File: src/rtl/bus_recover_pkg.sv
package bus_recover_pkg;

    // Width of every phase-length count, in clock cycles.
    localparam int DUR_W = 16;

    typedef logic [DUR_W-1:0] dur_t;

    // One cycle count for each kind of phase.
    typedef struct packed {
        dur_t low;         // SCL low time
        dur_t high;        // SCL high time
        dur_t start_hold;  // SDA low before the first SCL fall
        dur_t rs_setup;    // extra SCL-high time before the second START
        dur_t stop_hold;   // second START to STOP
        dur_t bus_free;    // idle bus before the first START and after the STOP
    } phase_set_t;

    typedef enum logic [2:0] {
        PH_IDLE,
        PH_PRE,
        PH_START,
        PH_LOW,
        PH_HIGH,
        PH_RSETUP,
        PH_RSTART,
        PH_FREE
    } phase_e;

    // Round a time in nanoseconds up to a whole number of clock cycles.
    function automatic dur_t ns_to_cyc(input int unsigned ns, input int unsigned period);
        return dur_t'((ns + period - 1) / period);
    endfunction

endpackage

File: src/rtl/bus_recover_timing.sv
module bus_recover_timing
    import bus_recover_pkg::*;
#(
    parameter int unsigned CLK_PERIOD_NS = 10,
    parameter int unsigned STD_LOW_NS    = 1300,
    parameter int unsigned STD_HIGH_NS   = 600,
    parameter int unsigned STD_HDSTA_NS  = 600,
    parameter int unsigned STD_SUSTA_NS  = 600,
    parameter int unsigned STD_SUSTO_NS  = 600,
    parameter int unsigned STD_FREE_NS   = 1300,
    parameter int unsigned FST_LOW_NS    = 400,
    parameter int unsigned FST_HIGH_NS   = 400,
    parameter int unsigned FST_HDSTA_NS  = 250,
    parameter int unsigned FST_SUSTA_NS  = 250,
    parameter int unsigned FST_SUSTO_NS  = 250,
    parameter int unsigned FST_FREE_NS   = 500
) (
    input  logic       fast_i,
    output phase_set_t set_o
);

    // The STOP hold covers the longer of the start hold and the stop setup.
    localparam int unsigned STD_STOP_NS = (STD_HDSTA_NS > STD_SUSTO_NS) ? STD_HDSTA_NS : STD_SUSTO_NS;
    localparam int unsigned FST_STOP_NS = (FST_HDSTA_NS > FST_SUSTO_NS) ? FST_HDSTA_NS : FST_SUSTO_NS;

    localparam dur_t STD_LOW  = ns_to_cyc(STD_LOW_NS,   CLK_PERIOD_NS);
    localparam dur_t STD_HIGH = ns_to_cyc(STD_HIGH_NS,  CLK_PERIOD_NS);
    localparam dur_t STD_HD   = ns_to_cyc(STD_HDSTA_NS, CLK_PERIOD_NS);
    localparam dur_t STD_SU   = ns_to_cyc(STD_SUSTA_NS, CLK_PERIOD_NS);
    localparam dur_t STD_STOP = ns_to_cyc(STD_STOP_NS,  CLK_PERIOD_NS);
    localparam dur_t STD_FREE = ns_to_cyc(STD_FREE_NS,  CLK_PERIOD_NS);

    localparam dur_t FST_LOW  = ns_to_cyc(FST_LOW_NS,   CLK_PERIOD_NS);
    localparam dur_t FST_HIGH = ns_to_cyc(FST_HIGH_NS,  CLK_PERIOD_NS);
    localparam dur_t FST_HD   = ns_to_cyc(FST_HDSTA_NS, CLK_PERIOD_NS);
    localparam dur_t FST_SU   = ns_to_cyc(FST_SUSTA_NS, CLK_PERIOD_NS);
    localparam dur_t FST_STOP = ns_to_cyc(FST_STOP_NS,  CLK_PERIOD_NS);
    localparam dur_t FST_FREE = ns_to_cyc(FST_FREE_NS,  CLK_PERIOD_NS);

    always_comb begin
        if (fast_i) begin
            set_o.low        = FST_LOW;
            set_o.high       = FST_HIGH;
            set_o.start_hold = FST_HD;
            set_o.rs_setup   = FST_SU;
            set_o.stop_hold  = FST_STOP;
            set_o.bus_free   = FST_FREE;
        end else begin
            set_o.low        = STD_LOW;
            set_o.high       = STD_HIGH;
            set_o.start_hold = STD_HD;
            set_o.rs_setup   = STD_SU;
            set_o.stop_hold  = STD_STOP;
            set_o.bus_free   = STD_FREE;
        end
    end

endmodule

File: src/rtl/bus_recover_timer.sv
module bus_recover_timer
    import bus_recover_pkg::*;
(
    input  logic clk,
    input  logic rst_n,
    input  logic load_i,
    input  dur_t load_val_i,
    output logic expired_o
);

    dur_t cnt_d, cnt_q;

    // A phase of N cycles loads N-1 and ends on the cycle the count reaches 0.
    always_comb begin
        cnt_d = cnt_q;
        if (load_i) begin
            cnt_d = load_val_i - dur_t'(1);
        end else if (cnt_q != '0) begin
            cnt_d = cnt_q - dur_t'(1);
        end
    end

    always_ff @(posedge clk or negedge rst_n) begin
        if (!rst_n) begin
            cnt_q <= '0;
        end else begin
            cnt_q <= cnt_d;
        end
    end

    assign expired_o = (cnt_q == '0);

    AST_TIMER_PARKS: assert property (@(posedge clk) disable iff (!rst_n)
        (!load_i && cnt_q == '0) |=> (cnt_q == '0));

endmodule

File: src/rtl/bus_recover_seq.sv
module bus_recover_seq
    import bus_recover_pkg::*;
#(
    parameter int unsigned CLK_PERIOD_NS = 10,
    parameter int unsigned NUM_PULSES    = 9,
    parameter int unsigned STD_LOW_NS    = 1300,
    parameter int unsigned STD_HIGH_NS   = 600,
    parameter int unsigned STD_HDSTA_NS  = 600,
    parameter int unsigned STD_SUSTA_NS  = 600,
    parameter int unsigned STD_SUSTO_NS  = 600,
    parameter int unsigned STD_FREE_NS   = 1300,
    parameter int unsigned FST_LOW_NS    = 400,
    parameter int unsigned FST_HIGH_NS   = 400,
    parameter int unsigned FST_HDSTA_NS  = 250,
    parameter int unsigned FST_SUSTA_NS  = 250,
    parameter int unsigned FST_SUSTO_NS  = 250,
    parameter int unsigned FST_FREE_NS   = 500
) (
    input  logic clk,
    input  logic rst_n,
    input  logic req_i,
    input  logic fast_i,
    output logic scl_oe_o,
    output logic sda_oe_o,
    output logic busy_o,
    output logic done_o
);

    localparam int PW = $clog2(NUM_PULSES + 1);
    localparam logic [PW-1:0] LAST_PULSE = PW'(NUM_PULSES);

    typedef struct packed {
        phase_e        st;
        logic [PW-1:0] pulses;
        logic          mode;
        logic          scl_oe;
        logic          sda_oe;
        logic          busy;
        logic          done;
    } seq_t;

    seq_t       q, d;
    phase_set_t set;
    logic       sel_fast;
    logic       tm_load;
    dur_t       tm_val;
    logic       tm_exp;

    // While idle the live input picks the set, so the first phase gets the
    // right length; after acceptance the captured mode is used.
    assign sel_fast = (q.st == PH_IDLE) ? fast_i : q.mode;

    bus_recover_timing #(
        .CLK_PERIOD_NS (CLK_PERIOD_NS),
        .STD_LOW_NS    (STD_LOW_NS),
        .STD_HIGH_NS   (STD_HIGH_NS),
        .STD_HDSTA_NS  (STD_HDSTA_NS),
        .STD_SUSTA_NS  (STD_SUSTA_NS),
        .STD_SUSTO_NS  (STD_SUSTO_NS),
        .STD_FREE_NS   (STD_FREE_NS),
        .FST_LOW_NS    (FST_LOW_NS),
        .FST_HIGH_NS   (FST_HIGH_NS),
        .FST_HDSTA_NS  (FST_HDSTA_NS),
        .FST_SUSTA_NS  (FST_SUSTA_NS),
        .FST_SUSTO_NS  (FST_SUSTO_NS),
        .FST_FREE_NS   (FST_FREE_NS)
    ) u_timing (
        .fast_i (sel_fast),
        .set_o  (set)
    );

    bus_recover_timer u_timer (
        .clk        (clk),
        .rst_n      (rst_n),
        .load_i     (tm_load),
        .load_val_i (tm_val),
        .expired_o  (tm_exp)
    );

    always_comb begin
        d       = q;
        d.done  = 1'b0;
        tm_load = 1'b0;
        tm_val  = set.low;
        unique case (q.st)
            PH_IDLE: begin
                if (req_i) begin
                    d.st    = PH_PRE;
                    d.busy  = 1'b1;
                    d.mode  = fast_i;
                    tm_load = 1'b1;
                    tm_val  = set.bus_free;
                end
            end
            PH_PRE: begin
                if (tm_exp) begin
                    d.st     = PH_START;
                    d.sda_oe = 1'b1;          // START: SDA falls, SCL released
                    tm_load  = 1'b1;
                    tm_val   = set.start_hold;
                end
            end
            PH_START: begin
                if (tm_exp) begin
                    d.st     = PH_LOW;
                    d.scl_oe = 1'b1;          // SDA keeps its level on this edge
                    tm_load  = 1'b1;
                    tm_val   = set.low;
                end
            end
            PH_LOW: begin
                d.sda_oe = 1'b0;              // let SDA go while SCL is held low
                if (tm_exp) begin
                    d.st     = PH_HIGH;
                    d.scl_oe = 1'b0;
                    d.pulses = q.pulses + PW'(1);
                    tm_load  = 1'b1;
                    tm_val   = set.high;
                end
            end
            PH_HIGH: begin
                if (tm_exp) begin
                    tm_load = 1'b1;
                    if (q.pulses == LAST_PULSE) begin
                        d.st   = PH_RSETUP;
                        tm_val = set.rs_setup;
                    end else begin
                        d.st     = PH_LOW;
                        d.scl_oe = 1'b1;
                        tm_val   = set.low;
                    end
                end
            end
            PH_RSETUP: begin
                if (tm_exp) begin
                    d.st     = PH_RSTART;
                    d.sda_oe = 1'b1;          // second START
                    tm_load  = 1'b1;
                    tm_val   = set.stop_hold;
                end
            end
            PH_RSTART: begin
                if (tm_exp) begin
                    d.st     = PH_FREE;
                    d.sda_oe = 1'b0;          // STOP
                    tm_load  = 1'b1;
                    tm_val   = set.bus_free;
                end
            end
            PH_FREE: begin
                if (tm_exp) begin
                    d.st     = PH_IDLE;
                    d.busy   = 1'b0;
                    d.done   = 1'b1;
                    d.pulses = '0;
                end
            end
            default: d.st = PH_IDLE;
        endcase
    end

    always_ff @(posedge clk or negedge rst_n) begin
        if (!rst_n) begin
            q <= '{st: PH_IDLE, pulses: '0, mode: 1'b0, scl_oe: 1'b0,
                   sda_oe: 1'b0, busy: 1'b0, done: 1'b0};
        end else begin
            q <= d;
        end
    end

    assign scl_oe_o = q.scl_oe;
    assign sda_oe_o = q.sda_oe;
    assign busy_o   = q.busy;
    assign done_o   = q.done;

    AST_IDLE_QUIET: assert property (@(posedge clk) disable iff (!rst_n)
        (q.st == PH_IDLE) |-> (!q.scl_oe && !q.sda_oe && !q.busy));
    AST_PULSE_BOUND: assert property (@(posedge clk) disable iff (!rst_n)
        (q.pulses <= LAST_PULSE));
    AST_EDGES_APART: assert property (@(posedge clk) disable iff (!rst_n)
        !$stable(q.scl_oe) |-> $stable(q.sda_oe));
    AST_SDA_FREE_HIGH: assert property (@(posedge clk) disable iff (!rst_n)
        (q.st == PH_HIGH) |-> !q.sda_oe);
    AST_DONE_SINGLE: assert property (@(posedge clk) disable iff (!rst_n)
        q.done |=> !q.done);
    AST_MODE_HELD: assert property (@(posedge clk) disable iff (!rst_n)
        (q.busy && $past(q.busy)) |-> $stable(q.mode));
    AST_REQ_IGNORED: assert property (@(posedge clk) disable iff (!rst_n)
        (q.busy && req_i && q.st != PH_FREE) |=> q.busy);

endmodule

File: config.mk
export PLATFORM = sky130hd
export DESIGN_NAME = bus_recover_seq
export DESIGN_NICKNAME = d
export VERILOG_FILES = /design/src/rtl/bus_recover_pkg.sv /design/src/rtl/bus_recover_timing.sv /design/src/rtl/bus_recover_timer.sv /design/src/rtl/bus_recover_seq.sv
export SDC_FILE = /design/constraint.sdc
export NUM_CORES = 1
export LEC_CHECK = 0
export BUFFER_PORTS_ARGS = -buffer_cell sky130_fd_sc_hd__buf_2
export CAP_MARGIN = 20
export CORE_MARGIN = 1
export CORE_UTILIZATION = 57
export DETAILED_ROUTE_END_ITERATION = 10
export PLACE_DENSITY = 0.71
export SLEW_MARGIN = 20
export SYNTH_ARGS = -nofsm -noshare
export SYNTH_HDL_FRONTEND = slang
export SYNTH_SLANG_ARGS = --single-unit
File: constraint.sdc
create_clock -name clk -period 8.9 [get_ports clk]
set_input_delay 0.89 -clock clk [delete_from_list [all_inputs] [get_ports clk]]
set_output_delay 0.89 -clock clk [all_outputs]
set_load 0.005 [all_outputs]
* Word level (Yosys, flattened, before mapping)
Cells that the tools add are included.
Widths: inputs -> output; s select.
** Storage, ports and cells
- Register bits :: 28
- Bits of input ports :: 4
- Logic and storage cells :: 81
** Operators by class
- Add/subtract/negate cells :: 3
- Equality and inequality tests :: 18
- Mux-type cells :: 36
- Reductions and logical operators :: 16
** Operators by type and width (number)
- $mux 16 :: 9
- $pmux 16 s6 :: 1
- $mux 88 :: 1
- $sub 16x1->16 const B :: 2
- $pmux 3 s8 :: 1
- $mux 3 :: 7
- $ne 2x2->1 const B :: 9
- $logic_not 16->1 :: 1
- $reduce_bool 16->1 :: 1
- $mux 7 :: 2
- $eq 3x3->1 const B :: 4
- $mux 1 :: 9
- $reduce_and 3->1 :: 3
- $pmux 4 s2 :: 1
- $reduce_and 8->1 :: 1
- $eq 3x2->1 const B :: 2
- $pmux 1 s3 :: 2
- $reduce_bool 2->1 :: 3
- $reduce_bool 3->1 :: 2
- $reduce_or 6->1 :: 1
- $reduce_and 5->1 :: 1
- $add 4x1->4 const B :: 1
- $eq 4x4->1 const B :: 1
- $pmux 1 s2 :: 2
- other kinds (6) :: 6

* Longest topological paths before layout
- Depth after elaboration :: 8
- Mapped depth :: 14
- Gate-level depth less buffers :: 13

* By module
From an unflattened synthesis, not the netlist that was laid out.
** Second synthesis, totals
- Cells, all modules :: 470
- Area, all modules :: 3723.6 um^2
** By module, submodules not included
- bus_recover_seq :: instances 1, cells each 239, area each 1784.2 um^2, sequential area each 300.3 um^2
- bus_recover_timer :: instances 1, cells each 133, area each 1214.9 um^2, sequential area each 400.4 um^2
- bus_recover_timing :: instances 1, cells each 98, area each 724.4 um^2, sequential area each 0.0 um^2

* Worst setup path after synthesis
No wires, ideal clock.
- Path kind :: register to register
- From :: register u_timer.cnt_q[11]
- To :: register u_timer.cnt_q[15]
- Setup time :: 0.132 ns
- Data arrival time :: 3.195 ns
- Setup slack :: 5.574 ns
- Stages on the path, launching flop included :: 12
- Period minus slack after synthesis :: 3.326 ns
- Cell sequence :: dfrtp_1 nor4_1 and4_4 buf_6 clkbuf_1 ha_1 mux4_2 a41oi_1 a22oi_2 a2111oi_4 and3_1 a211oi_1
** On the way
- Cells in the longest elaborated chain, start to end :: 5
** RTL lines
- start: declaration :: line bus_recover_timer.sv:11 : dur_t cnt_d, cnt_q;
- start signal: assignment :: line bus_recover_timer.sv:27 : cnt_q <= cnt_d;
- $logic_not 16->1 :: line bus_recover_timer.sv:31 : assign expired_o = (cnt_q == '0);
- $mux 16, on equally long branches
- $pmux 16 s6 :: line bus_recover_seq.sv:85 : unique case (q.st)
- $sub 16x1->16 :: line bus_recover_timer.sv:17 : cnt_d = load_val_i - dur_t'(1);
- $mux 16 :: line bus_recover_timer.sv:16 : if (load_i) begin
Several ways; a longest one is shown, not always the timed one. The select of a mux whose other input is x is not followed.
A chain may end at the register's enable or synchronous reset.

* Worst setup path in the final report
- From :: register q[10] (netlist bit)
- To :: register u_timer.cnt_q[11]
** On the way
- Cells in the longest elaborated chain, start to end :: 8
** RTL lines
- start: declaration :: line bus_recover_seq.sv:42 : seq_t q, d;
- start signal: assignment :: line bus_recover_seq.sv:164 : q <= '{st: PH_IDLE, pulses: '0, mode: 1'b0, scl_oe: 1'b0,
- $logic_not 3->1 :: line bus_recover_seq.sv:51, bus_recover_seq.sv:85
- $mux 1 :: line bus_recover_seq.sv:51 : assign sel_fast = (q.st == PH_IDLE) ? fast_i : q.mode;
- $mux 88 :: line bus_recover_timing.sv:41 : if (fast_i) begin
- $mux 16 :: line bus_recover_seq.sv:124 : if (q.pulses == LAST_PULSE) begin
- $mux 16 :: line bus_recover_seq.sv:122 : if (tm_exp) begin
- $pmux 16 s6 :: line bus_recover_seq.sv:85
- $sub 16x1->16 :: line bus_recover_timer.sv:17
- $mux 16 :: line bus_recover_timer.sv:16
Several ways; a longest one is shown, not always the timed one.

==> impl_metrics.toml <==
[synth]
synth.area.top_cells = "dfrtp_1 (33%), ha_1 (6.4%), nand2_1 (4.5%)"
ys_top_cells_by_count = "dfrtp_1 (28), nand2_1 (26), nor2_1 (15), a21oi_1 (14)"
yosysSeqAreaShare = 0.325
yosysTopAreaCell = "dfrtp_1"
synth_edf_count = 0
netlist_area_mm2 = 0.00215
synth_most_common_cell = "dfrtp_1"
syn-num-nets = 258
synth_top_area_share = 0.325
ys_warn_count = 0
synth_flop_cell = "dfrtp_1"
syn_inst = 243
synthArstFlopShare = 1.00
synthDistinctLibCells = 60
synth_seq_cells = 28
avgSynthCellArea_um2 = 8.86

[cells_and_area]
layout-area-overhead-vs-synth_pct = 3.83
final_layout_size_suffix_gt1_frac = 0.126
final_area_mm2 = 0.00224
nNetsFinal = 254
antenna_cells = 0
fillers = 310

[clock_tree]
cts_resized = 0
cts_buffers = 3
clockRootBuffer = "clkbuf_8"
cts.sinks = 28
cts_setup_buffers = 0
htreeDepth = 1
clock_latency_ns = 0.28
clock_path_buffers = 2
cts_hold_buf = 0
clk_pin_slew_ns = 0.10
cts_tree = "done"

[timing]
finalCritPeriodShare = 0.438
max_slew_margin = 0.452
layout_setup_ws_ns = 5.00
setup_violations = 0
fin_tns_setup_ns = 0
worst_pin_slew_ns = 0.823
period_needed_ns = 3.90
maxSlewViolCount = 0
skew_ns = 0.00615
max_freq_mhz = 256
holdWs_ns = 0.509
rsz0062_at_grt = "false"
hold_viol = 0

[drt]
wl_per_cell_um = 17.2
postRouteAntennaNets = 0
num_vias = 1836
wl_met2_um = 2230
drt_iter0_drc = 141
drtPass1Iterations = 4
routed.top_layer = "met4"
met3_length_um = 207
wl_um = 4890
vias_per_cell = 6.46
m1WireLength_um = 2420
drc_errors = 0

[global_route]
first_global_vias = 1666
grt_usage = 0.258
grt_overflow = 0
grt_pass1_wl_um = 8150
grt_max_degree = 30
antenna_found_initial = 0

[critical_path]
crit_path_max_fanout = 26
reg2reg_from = "q[10]"
worstPathArrival_ns = 4.11
crit_type = "reg -> reg"
worstSetupEndpointType = "flop"
start_kind = "flop"
r2r_slack_ns = 5.00
timing.rr.end = "u_timer.cnt_q[11]"
worst_r2r_path_depth = 11
worstPathRequired_ns = 9.11

[min_path]
hold_path.class = "reg -> reg"
holdPathStages = 2
hold_end = "scl_oe_o"
hp-start = "scl_oe_o"

[placement]
dpl-instance-area_mm2 = 0.00216
gp_congestion = 0.936
portBuffers = 7
place_ws_ns = 5.10
dp_hpwl_um = 3470

[die]
num_io_pins = 8
coreArea_mm2 = 0.00347
dieArea_mm2 = 0.00403
die_w_um = 63.5
die_h_um = 63.5
rows = 21
initial_core_util = 0.621

[pwr]
p_leak_nw = 0.909
vdd.ir_drop.worst_uv = 164
p_per_area_mw_per_mm2 = 250

[job]
drv_cap = 0

[status]
status = "finished clean"
## worst max path at each step
stage	startpoint	end	slack, ns	depth (start not counted)
2_1_floorplan	u_timer.cnt_q[11]	u_timer.cnt_q[15]	5.57	11
3_3_place_gp	q[11]	u_timer.cnt_q[11]	5.13	11
3_5_place_dp	q[11]	u_timer.cnt_q[11]	5.10	11
4_1_cts	q[10]	u_timer.cnt_q[11]	5.05	11
5_1_grt	q[11]	u_timer.cnt_q[14]	4.72	10
6_report	q[10]	u_timer.cnt_q[11]	5.00	11
## layer usage
layer | vias up | global-route usage
met5 | - | 0
met3 | 5 | 0.0344
met4 | 0 | 0.0597
met2 | 47 | 0.387
met1 | 899 | 0.391
li1 | 885 | -
## cells in the final DEF, fill, tap and decap left out, drive strengths merged, types with 3 or more instances in the layout
master	n
and2	7
ha	11
a21o	4
clkbuf	3
a211oi	6
buf	7
mux2i	5
nand3	11
o31ai	3
a21boi	4
o21a	3
a31oi	3
o21ai	7
nor4	5
nor2b	3
nand3b	3
o211ai	3
nand4	5
a21oi	16
nor3	9
nand2b	4
dfrtp	28
inv	10
nor3b	3
nor2	15
nand2	26
## where the power goes
group / switching (W) / internal [W]
Combinational: 0.000125 / 0.000105
Clock: 0.0000431 / 0.0000604
Sequential: 0.0000610 / 0.000165
## flip-flops by register name (all words and copies together) (netlist names)
signal,flops
scl_oe_o,1
q,8
done_o,1
sda_oe_o,1
u_timer.cnt_q,16
busy_o,1
## layout make-up
type | instances | area [um2] | share of cell area
inverter | 10 | 37.5 | 0.0168
clock buffer | 3 | 41.3 | 0.0185
timing repair buffer | 7 | 35.0 | 0.0157
tap | 46 | 57.6 | 0.0257
clock inverter | 1 | 30.0 | 0.0134
sequential | 28 | 701 | 0.313
multi-input combinational | 189 | 1330 | 0.597
## critical path, stage by stage, from the launching register on
cell and delay (ns):
dfrtp_1 0.68, nor3_1 0.49, mux2_2 0.44, inv_1 0.16
ha_1 0.19, nor2_1 0.04, mux4_2 0.49, a41oi_1 0.22
a22oi_2 0.15, a2111oi_4 0.51, a41oi_1 0.23, a211oi_2 0.23
## stage by stage
step                std cells  power, W   util
floorplan                 243  0.000396      -
global placement          280  0.000442  0.624
detailed placement        280  0.000450  0.624
CTS                       284  0.000556  0.645
global route              284  0.000596  0.645
finish                    284  0.000560  0.645
## kinds of logic (layout without fill, tap and decap cells)
group | count (synthesis) | after routing | share of synthesized area
fa+ha+maj | 11 | 11 | 0.0639
compound gates | 71 | 71 | 0.265
buf+inv | 26 | 21 | 0.0552
flops | 28 | 28 | 0.325
mux | 8 | 8 | 0.0442
xor+xnor | 3 | 3 | 0.0122
simple gates | 96 | 96 | 0.234
(Power assumes the default switching activity.)
